<file path="config.mk">
export PLATFORM = sky130hd
export DESIGN_NAME = accel_ctrl_slave
export DESIGN_NICKNAME = d
export VERILOG_FILES = /design/src/rtl/accel_ctrl_pkg.sv /design/src/rtl/accel_ctrl_axil.sv /design/src/rtl/accel_ctrl_core.sv /design/src/rtl/accel_ctrl_args.sv /design/src/rtl/accel_ctrl_slave.sv
export SDC_FILE = /design/constraint.sdc
export NUM_CORES = 1
export LEC_CHECK = 0
export BUFFER_PORTS_ARGS = -buffer_cell sky130_fd_sc_hd__buf_2
export CAP_MARGIN = 20
export CORE_UTILIZATION = 54
export DETAILED_ROUTE_END_ITERATION = 7
export PLACE_DENSITY = 0.88
export SETUP_SLACK_MARGIN = 0.3
export SYNTH_ARGS = -nofsm -noshare
export SYNTH_HDL_FRONTEND = slang
export SYNTH_HIERARCHICAL = 1
export SYNTH_SLANG_ARGS = --single-unit
</file>
<file path="constraint.sdc">
create_clock -name clk -period 2.25 [get_ports clk]
set_input_delay 0.225 -clock clk [delete_from_list [all_inputs] [get_ports clk]]
set_output_delay 0.225 -clock clk [all_outputs]
set_load 0.03 [all_outputs]
</file>
<file path="src/rtl/accel_ctrl_pkg.sv">
package accel_ctrl_pkg;
   // word indices of the fixed registers (byte address / 4)
   localparam int WORD_CTRL = 0;
   localparam int WORD_GLOB = 1;
   localparam int WORD_SRCE = 2;
   localparam int WORD_STAT = 3;
   localparam int WORD_ARG0 = 4;

   localparam logic [1:0] RESP_OKAY = 2'b00;

   typedef struct packed {
      logic go;
      logic fin;
      logic auto_rs;
   } run_state_t;

   function automatic logic [31:0] ctrl_word(input run_state_t st, input logic idle, input logic rdy);
      logic [31:0] w;
      w    = '0;
      w[0] = st.go;
      w[1] = st.fin;
      w[2] = idle;
      w[3] = rdy;
      w[7] = st.auto_rs;
      return w;
   endfunction
endpackage

</file>
<file path="src/rtl/accel_ctrl_axil.sv">
module accel_ctrl_axil #(
   parameter int ADDR_W = 8,
   localparam int IDX_W = ADDR_W - 2
) (
   input  logic              clk,
   input  logic              rst_q,
   input  logic              awvalid,
   input  logic [ADDR_W-1:0] awaddr,
   input  logic              wvalid,
   input  logic              bready,
   input  logic              arvalid,
   input  logic [ADDR_W-1:0] araddr,
   input  logic              rready,
   input  logic [31:0]       rd_word,
   output logic              awready,
   output logic              wready,
   output logic              bvalid,
   output logic              arready,
   output logic              rvalid,
   output logic [31:0]       rdata,
   output logic              wr_en,
   output logic [IDX_W-1:0]  wr_idx,
   output logic              rd_en,
   output logic [IDX_W-1:0]  rd_idx
);
   logic bvalid_q, rvalid_q;
   logic [31:0] rdata_q;
   logic unused_addr_lsbs;

   assign wr_en   = awvalid && wvalid && !bvalid_q;
   assign awready = wr_en;
   assign wready  = wr_en;
   assign wr_idx  = awaddr[ADDR_W-1:2];

   assign arready = !rvalid_q;
   assign rd_en   = arvalid && !rvalid_q;
   assign rd_idx  = araddr[ADDR_W-1:2];

   assign unused_addr_lsbs = ^{awaddr[1:0], araddr[1:0]};

   always_ff @(posedge clk) begin
      if (!rst_q) begin
         bvalid_q <= 1'b0;
         rvalid_q <= 1'b0;
         rdata_q  <= '0;
      end else begin
         if (wr_en)       bvalid_q <= 1'b1;
         else if (bready) bvalid_q <= 1'b0;
         if (rd_en) begin
            rvalid_q <= 1'b1;
            rdata_q  <= rd_word;
         end else if (rready) begin
            rvalid_q <= 1'b0;
         end
      end
   end

   assign bvalid = bvalid_q;
   assign rvalid = rvalid_q;
   assign rdata  = rdata_q;
endmodule

</file>
<file path="src/rtl/accel_ctrl_core.sv">
module accel_ctrl_core
   import accel_ctrl_pkg::*;
#(
   parameter int IDX_W   = 6,
   parameter bit CHAINED = 1'b0
) (
   input  logic             clk,
   input  logic             rst_q,
   input  logic             wr_en,
   input  logic [IDX_W-1:0] wr_idx,
   input  logic             wr_strb0,
   input  logic             wr_b0,
   input  logic             wr_b4,
   input  logic             wr_b7,
   input  logic             rd_en,
   input  logic [IDX_W-1:0] rd_idx,
   input  logic             k_done,
   input  logic             k_idle,
   input  logic             k_ready,
   output logic             k_start,
   output logic             k_continue,
   output logic             irq,
   output logic [31:0]      rd_word
);
   run_state_t st_q;
   logic glob_q, srce_q, stat_q;
   logic wr_ctrl, wr_glob, wr_srce, wr_stat, rd_ctrl, fin_clr;

   assign wr_ctrl = wr_en && wr_strb0 && (wr_idx == IDX_W'(WORD_CTRL));
   assign wr_glob = wr_en && wr_strb0 && (wr_idx == IDX_W'(WORD_GLOB));
   assign wr_srce = wr_en && wr_strb0 && (wr_idx == IDX_W'(WORD_SRCE));
   assign wr_stat = wr_en && wr_strb0 && (wr_idx == IDX_W'(WORD_STAT));
   assign rd_ctrl = rd_en && (rd_idx == IDX_W'(WORD_CTRL));

   generate
      if (CHAINED) begin : g_chain
         logic cont_q;
         assign fin_clr = wr_ctrl && wr_b4;
         always_ff @(posedge clk) begin
            if (!rst_q) cont_q <= 1'b0;
            else        cont_q <= wr_ctrl && wr_b4;
         end
         assign k_continue = cont_q;
      end else begin : g_seq
         logic unused_cont;
         assign unused_cont = wr_b4;
         assign fin_clr     = rd_ctrl;
         assign k_continue  = 1'b0;
      end
   endgenerate

   always_ff @(posedge clk) begin
      if (!rst_q) begin
         st_q   <= '0;
         glob_q <= 1'b0;
         srce_q <= 1'b0;
         stat_q <= 1'b0;
      end else begin
         if (wr_ctrl && wr_b0)            st_q.go <= 1'b1;
         else if (k_done && !st_q.auto_rs) st_q.go <= 1'b0;
         if (k_done)       st_q.fin <= 1'b1;
         else if (fin_clr) st_q.fin <= 1'b0;
         if (wr_ctrl) st_q.auto_rs <= wr_b7;
         if (wr_glob) glob_q <= wr_b0;
         if (wr_srce) srce_q <= wr_b0;
         stat_q <= (stat_q ^ (wr_stat && wr_b0)) | k_done;
      end
   end

   assign k_start = st_q.go;
   assign irq     = glob_q && srce_q && stat_q;

   always_comb begin
      rd_word = '0;
      if (rd_idx == IDX_W'(WORD_CTRL))      rd_word = ctrl_word(st_q, k_idle, k_ready);
      else if (rd_idx == IDX_W'(WORD_GLOB)) rd_word[0] = glob_q;
      else if (rd_idx == IDX_W'(WORD_SRCE)) rd_word[0] = srce_q;
      else if (rd_idx == IDX_W'(WORD_STAT)) rd_word[0] = stat_q;
   end
endmodule

</file>
<file path="src/rtl/accel_ctrl_args.sv">
module accel_ctrl_args
   import accel_ctrl_pkg::*;
#(
   parameter int N_SCALAR = 4,
   parameter int N_BUFFER = 2,
   parameter int IDX_W    = 6,
   localparam int N_WORDS = N_SCALAR + 2 * N_BUFFER
) (
   input  logic                  clk,
   input  logic                  rst_q,
   input  logic                  wr_en,
   input  logic [IDX_W-1:0]      wr_idx,
   input  logic [31:0]           wr_data,
   input  logic [3:0]            wr_strb,
   input  logic [IDX_W-1:0]      rd_idx,
   output logic [31:0]           rd_word,
   output logic [32*N_SCALAR-1:0] arg_scalar,
   output logic [64*N_BUFFER-1:0] arg_buf
);
   logic [N_WORDS-1:0][31:0] words;

   generate
      for (genvar w = 0; w < N_WORDS; w++) begin : g_word
         logic [31:0] word_q;
         logic        hit;
         assign hit = wr_en && (wr_idx == IDX_W'(WORD_ARG0 + w));
         always_ff @(posedge clk) begin
            if (!rst_q) begin
               word_q <= '0;
            end else if (hit) begin
               for (int b = 0; b < 4; b++)
                  if (wr_strb[b]) word_q[8*b +: 8] <= wr_data[8*b +: 8];
            end
         end
         assign words[w] = word_q;
      end
      for (genvar i = 0; i < N_SCALAR; i++) begin : g_scalar
         assign arg_scalar[32*i +: 32] = words[i];
      end
      for (genvar j = 0; j < N_BUFFER; j++) begin : g_buf
         assign arg_buf[64*j +: 64] = {words[N_SCALAR + 2*j + 1], words[N_SCALAR + 2*j]};
      end
   endgenerate

   always_comb begin
      rd_word = '0;
      for (int w = 0; w < N_WORDS; w++)
         if (rd_idx == IDX_W'(WORD_ARG0 + w)) rd_word = words[w];
   end
endmodule

</file>
<file path="src/rtl/accel_ctrl_slave.sv">
module accel_ctrl_slave
   import accel_ctrl_pkg::*;
#(
   parameter int ADDR_W   = 8,
   parameter int N_SCALAR = 4,
   parameter int N_BUFFER = 2,
   parameter bit CHAINED  = 1'b0,
   localparam int IDX_W   = ADDR_W - 2,
   localparam int N_WORDS = N_SCALAR + 2 * N_BUFFER,
   localparam int NEED_W  = $clog2(4 * (WORD_ARG0 + N_WORDS))
) (
   input  logic                   clk,
   input  logic                   rst_n,
   input  logic                   s_awvalid,
   output logic                   s_awready,
   input  logic [ADDR_W-1:0]      s_awaddr,
   input  logic                   s_wvalid,
   output logic                   s_wready,
   input  logic [31:0]            s_wdata,
   input  logic [3:0]             s_wstrb,
   output logic                   s_bvalid,
   input  logic                   s_bready,
   output logic [1:0]             s_bresp,
   input  logic                   s_arvalid,
   output logic                   s_arready,
   input  logic [ADDR_W-1:0]      s_araddr,
   output logic                   s_rvalid,
   input  logic                   s_rready,
   output logic [31:0]            s_rdata,
   output logic [1:0]             s_rresp,
   output logic                   k_start,
   output logic                   k_continue,
   input  logic                   k_done,
   input  logic                   k_idle,
   input  logic                   k_ready,
   output logic [32*N_SCALAR-1:0] arg_scalar,
   output logic [64*N_BUFFER-1:0] arg_buf,
   output logic                   irq
);
   generate
      if (N_SCALAR < 1 || N_BUFFER < 1) begin : g_bad_count
         $error("accel_ctrl_slave: N_SCALAR and N_BUFFER must each be at least 1");
      end
      if (ADDR_W < NEED_W) begin : g_bad_addr
         $error("accel_ctrl_slave: ADDR_W too narrow for the register map");
      end
   endgenerate

   logic rst_q;
   always_ff @(posedge clk) rst_q <= rst_n;

   logic             wr_en, rd_en;
   logic [IDX_W-1:0] wr_idx, rd_idx;
   logic [31:0]      core_word, arg_word, rd_word;

   assign rd_word = core_word | arg_word;
   assign s_bresp = RESP_OKAY;
   assign s_rresp = RESP_OKAY;

   accel_ctrl_axil #(.ADDR_W(ADDR_W)) u_axil (
      .clk(clk), .rst_q(rst_q),
      .awvalid(s_awvalid), .awaddr(s_awaddr), .wvalid(s_wvalid), .bready(s_bready),
      .arvalid(s_arvalid), .araddr(s_araddr), .rready(s_rready), .rd_word(rd_word),
      .awready(s_awready), .wready(s_wready), .bvalid(s_bvalid),
      .arready(s_arready), .rvalid(s_rvalid), .rdata(s_rdata),
      .wr_en(wr_en), .wr_idx(wr_idx), .rd_en(rd_en), .rd_idx(rd_idx)
   );

   accel_ctrl_core #(.IDX_W(IDX_W), .CHAINED(CHAINED)) u_core (
      .clk(clk), .rst_q(rst_q),
      .wr_en(wr_en), .wr_idx(wr_idx), .wr_strb0(s_wstrb[0]),
      .wr_b0(s_wdata[0]), .wr_b4(s_wdata[4]), .wr_b7(s_wdata[7]),
      .rd_en(rd_en), .rd_idx(rd_idx),
      .k_done(k_done), .k_idle(k_idle), .k_ready(k_ready),
      .k_start(k_start), .k_continue(k_continue), .irq(irq), .rd_word(core_word)
   );

   accel_ctrl_args #(.N_SCALAR(N_SCALAR), .N_BUFFER(N_BUFFER), .IDX_W(IDX_W)) u_args (
      .clk(clk), .rst_q(rst_q),
      .wr_en(wr_en), .wr_idx(wr_idx), .wr_data(s_wdata), .wr_strb(s_wstrb),
      .rd_idx(rd_idx), .rd_word(arg_word),
      .arg_scalar(arg_scalar), .arg_buf(arg_buf)
   );
endmodule

</file>
# [Yosys cells after proc, flatten, opt, wreduce, memory -nomap -nowiden]
# Cells that the tools add are included.
[classes] multipliers=0 add_sub_neg=0 div_mod_pow=0 mux=21 n_shift=0 n_reduce_logical=63 n_eq_ne=22 magnitude_cmp=0 n_bitwise=3
[op_table] cell="$mux 32" n=8
[op_table] cell="$reduce_and 2->1" n=32
[op_table] cell="$eq 6x3->1 const B" n=8
[op_table] cell="$eq 6x4->1 const B" n=8
[op_table] cell="$or 32x32->32" n=1
[op_table] cell="$eq 6x2->1 const B" n=4
[op_table] cell="$logic_and 1x1->1" n=22
[op_table] cell="$eq 6x1->1 const B" n=2
[op_table] cell="$logic_not 6->1" n=2
[op_table] cell="$mux 1" n=12
[op_table] cell="$reduce_bool 2->1" n=4
[op_table] cell="$mux 7" n=1
[op_table] cell="$logic_not 1->1" n=3
[op_table] cell="$or 1x1->1" n=1
[op_table] cell="$xor 1x1->1" n=1
[word_totals] word_cells=151 inputBits=62 mem_count=0 regBits=297 output_inout_bits=300 romBits=0 latchBits=0 ramBits=0

# [Logic depth before layout (Yosys ltp)]
[depth] ltp_word=10 depth_mapped=11 mapped_depth_nobuf=7

# [By module]
# The synthesis kept the hierarchy.
[modules_own_cells] mod="accel_ctrl_args" area_each_um2=12436.9 n_inst=1 cells_per_inst=1161
[modules_own_cells] mod="accel_ctrl_axil" area_each_um2=1527.7 n_inst=1 cells_per_inst=164
[modules_own_cells] mod="accel_ctrl_core" area_each_um2=600.6 n_inst=1 cells_per_inst=69
[modules_own_cells] mod="accel_ctrl_slave" area_each_um2=254.0 n_inst=1 cells_per_inst=38

# [Least setup slack after synthesis]
# OpenSTA, ideal clock, no wires.
[synth_path] path_kind="register -> register" startpoint="reg u_axil.bvalid_q, in the netlist u_axil/bvalid" endpoint="reg u_args.g_word[0].word_q[16]" required_ns=2.134 path_buffers=2 setup_slack_ns=0.033 stages_incl_launch_ff=8 setup_time_ns=0.116 arrival_ns=2.100 path_cell_list="dfxtp_1 > nor2_1 > buf_4 > nor3b_1 > buf_2 > nand3_2 > mux2i_1 > nor2b_1"
[synth_via] elab_chain_len=4
[synth_rtl] item="from (decl)" line_no="accel_ctrl_axil.sv:26" source="logic bvalid_q, rvalid_q;"
[synth_rtl] item="from (signal assigned)" line_no="accel_ctrl_axil.sv:43" source="bvalid_q <= 1'b0;"
[synth_rtl] item="from (signal assigned)" line_no="accel_ctrl_axil.sv:47" source="if (wr_en) bvalid_q <= 1'b1;"
[synth_rtl] item="from (signal assigned)" line_no="accel_ctrl_axil.sv:48" source="else if (bready) bvalid_q <= 1'b0;"
[synth_rtl] item="$logic_not 1->1" line_no="accel_ctrl_axil.sv:30" source="assign wr_en = awvalid && wvalid && !bvalid_q;"
[synth_rtl] item="$logic_and 1x1->1" line_no="accel_ctrl_axil.sv:30"
[synth_rtl] item="named net s_awready" line_no="accel_ctrl_slave.sv:15" source="output logic s_awready,"
[synth_rtl] item="$logic_and 1x1->1" line_no="accel_ctrl_args.sv:26" source="assign hit = wr_en && (wr_idx == IDX_W'(WORD_ARG0 + w));"
[synth_rtl] item="$reduce_and 2->1 (no source line)"
[synth_rtl] item="to (signal, indexed assignment)" line_no="accel_ctrl_args.sv:32" source="if (wr_strb[b]) word_q[8*b +: 8] <= wr_data[8*b +: 8];"
[synth_rtl] item="to (decl)" line_no="accel_ctrl_args.sv:24" source="logic [31:0] word_q;"
# The timed path passes the listed nets, and every way through them passes these cells.
# A chain may end at the register's enable or synchronous reset.

# [Worst setup path in the final report]
[layout_path] startpoint="reg u_axil.bvalid_q, in the netlist u_axil/bvalid" endpoint="reg u_args.g_word[0].word_q[13]"
[layout_via] elab_chain_len=4
[layout_rtl] item="$logic_not 1->1" line_no="accel_ctrl_axil.sv:30"
[layout_rtl] item="$logic_and 1x1->1" line_no="accel_ctrl_axil.sv:30"
[layout_rtl] item="$logic_and 1x1->1" line_no="accel_ctrl_args.sv:26"
[layout_rtl] item="$reduce_and 2->1 (no source line)"
# No other way between the ends.

==> metrics.txt <==
Worst-path clk slew 0.06 ns; Die Ht 168 um; initial antenna violation count 4; Crit path required time 2.65 ns; reg2reg setup slack 0.42 ns; WL final 44700 um; RSZ-0062 raised after global routing false; WHS Endpoint u_axil/rvalid; Crit path top cell by count buf_4; Avg Vias per Cell 5.71; number of routed nets with antenna violations 0; Area growth, synth to finish 19.1%; Finished Layout Cells 2086; Layout fillers 2086; first-pass GRT wire length 67400 um; worst slew pin tran 1.11 ns; Final HPWL DP 30300 um; vias 11900; crit path max-delay cell type dfxtp_1; type of the most critical hold path in -> reg; Max Buffers Root-to-Sink 3; WS Path Type reg -> reg; leakage 9.16 nW; worst setup path start u_axil/bvalid; max-cap violation count 0; maximum vdd drop 0.000555 V; Period minus WS final 1.83 ns; Mapped Cells 1432; Ys Warns 6; number of top-level pins 362; Die Area 28100 um2; total design power 11.6 mW; Power Dens Cells 658 nW/um2; core area 27000 um2; sequential share of the synthesized area 40.1%; Final period util 81.3%; final hold slack 0.0194 ns; vias in the first global route 11500; clock sinks 297; drt drc 0; final hold violations 0; postcts setup bufs 0; Peak Freq 0.547 GHz; FF+latch count, synth 297; overall routing resource usage 30.9%; min-delay src s_rready; Buf+Inv Stages, Crit Path 2; TritonRoute pass-1 iters 5; layout cells sized above 1 28.9%; clk_skew 0.00862 ns; root buffer cell clkbuf_16; Initial Util 55.0%; largest net degree at the start of global routing 123; r2r startpoint u_axil/bvalid; FF-to-FF path depth 7; synthesized area per cell 10.3 um2; ordered cell list for the critical path nor2_4, nor3b_2, buf_4, buf_4, nand3_4, mux2i_1, nor2b_1; Final Net Count 1781; placed insts 2021; Post-Syn Area 14800 um2; # port buffers 352; drt initial violations 1020; GRT overflow 0; kind of cell adding the most delay to the critical path simple AND/OR/NAND/NOR gates; Die X 168 um; Setup TNS 0 ns; Rows 60; Worst Setup End Kind flop; Max Slew Vio Count 0; Placement Cell Area 16500 um2; status completed; CTS tree yes; Post-synth ARST share 0%; CP Max Fanout 8; wire per inst 21.4 um; H-tree depth 2; Worst-Skew Late Latency 0.51 ns; Final Cell Area 17600 um2; CP Launch Type flop; worst reg2reg endpoint u_args/g_word[0].word_q[13]; Rel. slew slack 25.5%; Post-synth EDFFs 0; # setup viols final 0; CTS Buf Count 34; Worst EP arrival 2.23 ns; post-synth cell types 55; Hold Crit Depth 3; slowest stage delay, CP 0.35 ns; Post-synth top flop dfxtp_1; Final Wtd Congestion 0.868
report_power, final:
| part | internal [mW] | leakage (nW) | total, mW | switching [mW] |
|---|---|---|---|---|
| clock | 3.22 | 0.530 | 5.39 | 2.17 |
| combinational | 0.308 | 6.23 | 0.875 | 0.566 |
| sequential | 5.31 | 2.40 | 5.35 | 0.0439 |
layout make-up:
class                           count  area [um2]  area share, %
Multi-Input combinational cell    998        8060           45.6
Sequential cell                   297        5950           33.7
Timing Repair Buffer              386        2120           12.0
Clock buffer                       52        1010           5.74
Tap cell                          341         427           2.42
Clock inverter                      8        75.1          0.425
Inverter                            2        7.51         0.0425
Antenna cell                        2        5.00         0.0284
worst max path at each step:
stage,end,slack (ns),cells past startpoint
floorplan,u_args/g_word[0].word_q[16],0.33,7
global placement,u_axil/rdata[3],0.06,7
detailed placement,u_axil/rdata[3],0.02,8
CTS,u_args/g_word[0].word_q[16],0.41,6
global route,u_args/g_word[0].word_q[12],0.33,7
finish,u_args/g_word[0].word_q[13],0.42,7
synth_stat cells, drive strengths merged (2+ instances only):
cell type,number,area (um2)
nor4b,4,35.0
a21boi,3,22.5
a22o,26,228
inv,2,7.51
nor2,22,90.1
and2,6,37.5
nand3,33,475
nand4b,2,17.5
or2,33,206
mux4,21,473
clkbuf,64,244
o2bb2ai,19,166
and3b,2,17.5
mux2i,333,3330
nor2b,261,1640
o21a,3,22.5
o21ai,27,135
conb,2,7.51
nand2,99,372
dfxtp,297,5950
nor3,2,32.5
a221oi,19,166
and3,4,25.0
nor3b,2,20.0
a22oi,6,45.0
buf,101,736
nand2b,2,12.5
a211oi,19,148
o221ai,6,52.6
sequential cells by signal (all words and copies together), names as in the netlist:
| register | flops |
|---|---|
| u_args/g_word.word_q | 256 |
| u_axil/rdata | 32 |
| u_core/st_q | 2 |
| rst_q | 1 |
| u_axil/bvalid | 1 |
| u_axil/rvalid | 1 |
| u_core/glob_q | 1 |
| u_core/k_start | 1 |
| u_core/srce_q | 1 |
| u_core/stat_q | 1 |
per-stage QoR:
stage          utilization (%)  worst slack [ns]
4_1_cts                   65.4             0.410
6_report                  65.5             0.420
3_5_place_dp              61.3            0.0234
5_1_grt                   65.5             0.328
3_3_place_gp              61.3            0.0583
2_1_floorplan                -             0.330
cell usage in the layout, fill, tap and decap left out, drive strengths merged, types with 6 or more instances in the layout:
cell type / n
nand2: 99
clkbuf: 52
clkinv: 6
conb: 32
nor2b: 261
o2bb2ai: 19
a211oi: 19
nor2: 22
a22o: 26
a22oi: 6
and2: 6
dfxtp: 297
buf: 383
o221ai: 6
o21ai: 27
mux4: 21
mux2i: 333
a221oi: 19
or2: 33
nand3: 33
metal layers:
layer,global-route usage [%],vias up,wire [um]
met3,8.01,126,3960
met5,0,-,27
met4,13.3,4,1740
met2,49.9,602,20600
met1,38.9,5692,18300
li1,-,5492,-
repair_timing:
item / 4_1_cts / 5_1_grt
hold buffers: 3 / 0
resized for setup: 0 / 1
setup endpoints to repair: 0 / 1
endpoints found under the hold margin: 2 / 0
tightest hold or removal path, delay by kind of cell:
family / cells / cell delay, ns
AND/OR/NAND/NOR: 1 / 0.03
buffers and inverters: 1 / 0.08
AO/OA/AOI/OAI: 1 / 0.15
cells by family (layout without fill, tap and decap cells):
| logic type | count (synthesis) | in the layout | synth area share, % |
|---|---|---|---|
| and+or+nand+nor | 481 | 481 | 20.7 |
| muxes | 354 | 354 | 25.7 |
| DFF | 297 | 297 | 40.1 |
| buffers and inverters | 167 | 448 | 6.66 |
| AOI/OAI and AO/OA | 131 | 131 | 6.82 |
| other | 2 | 34 | 0.0507 |
(Power assumes the default switching activity.)
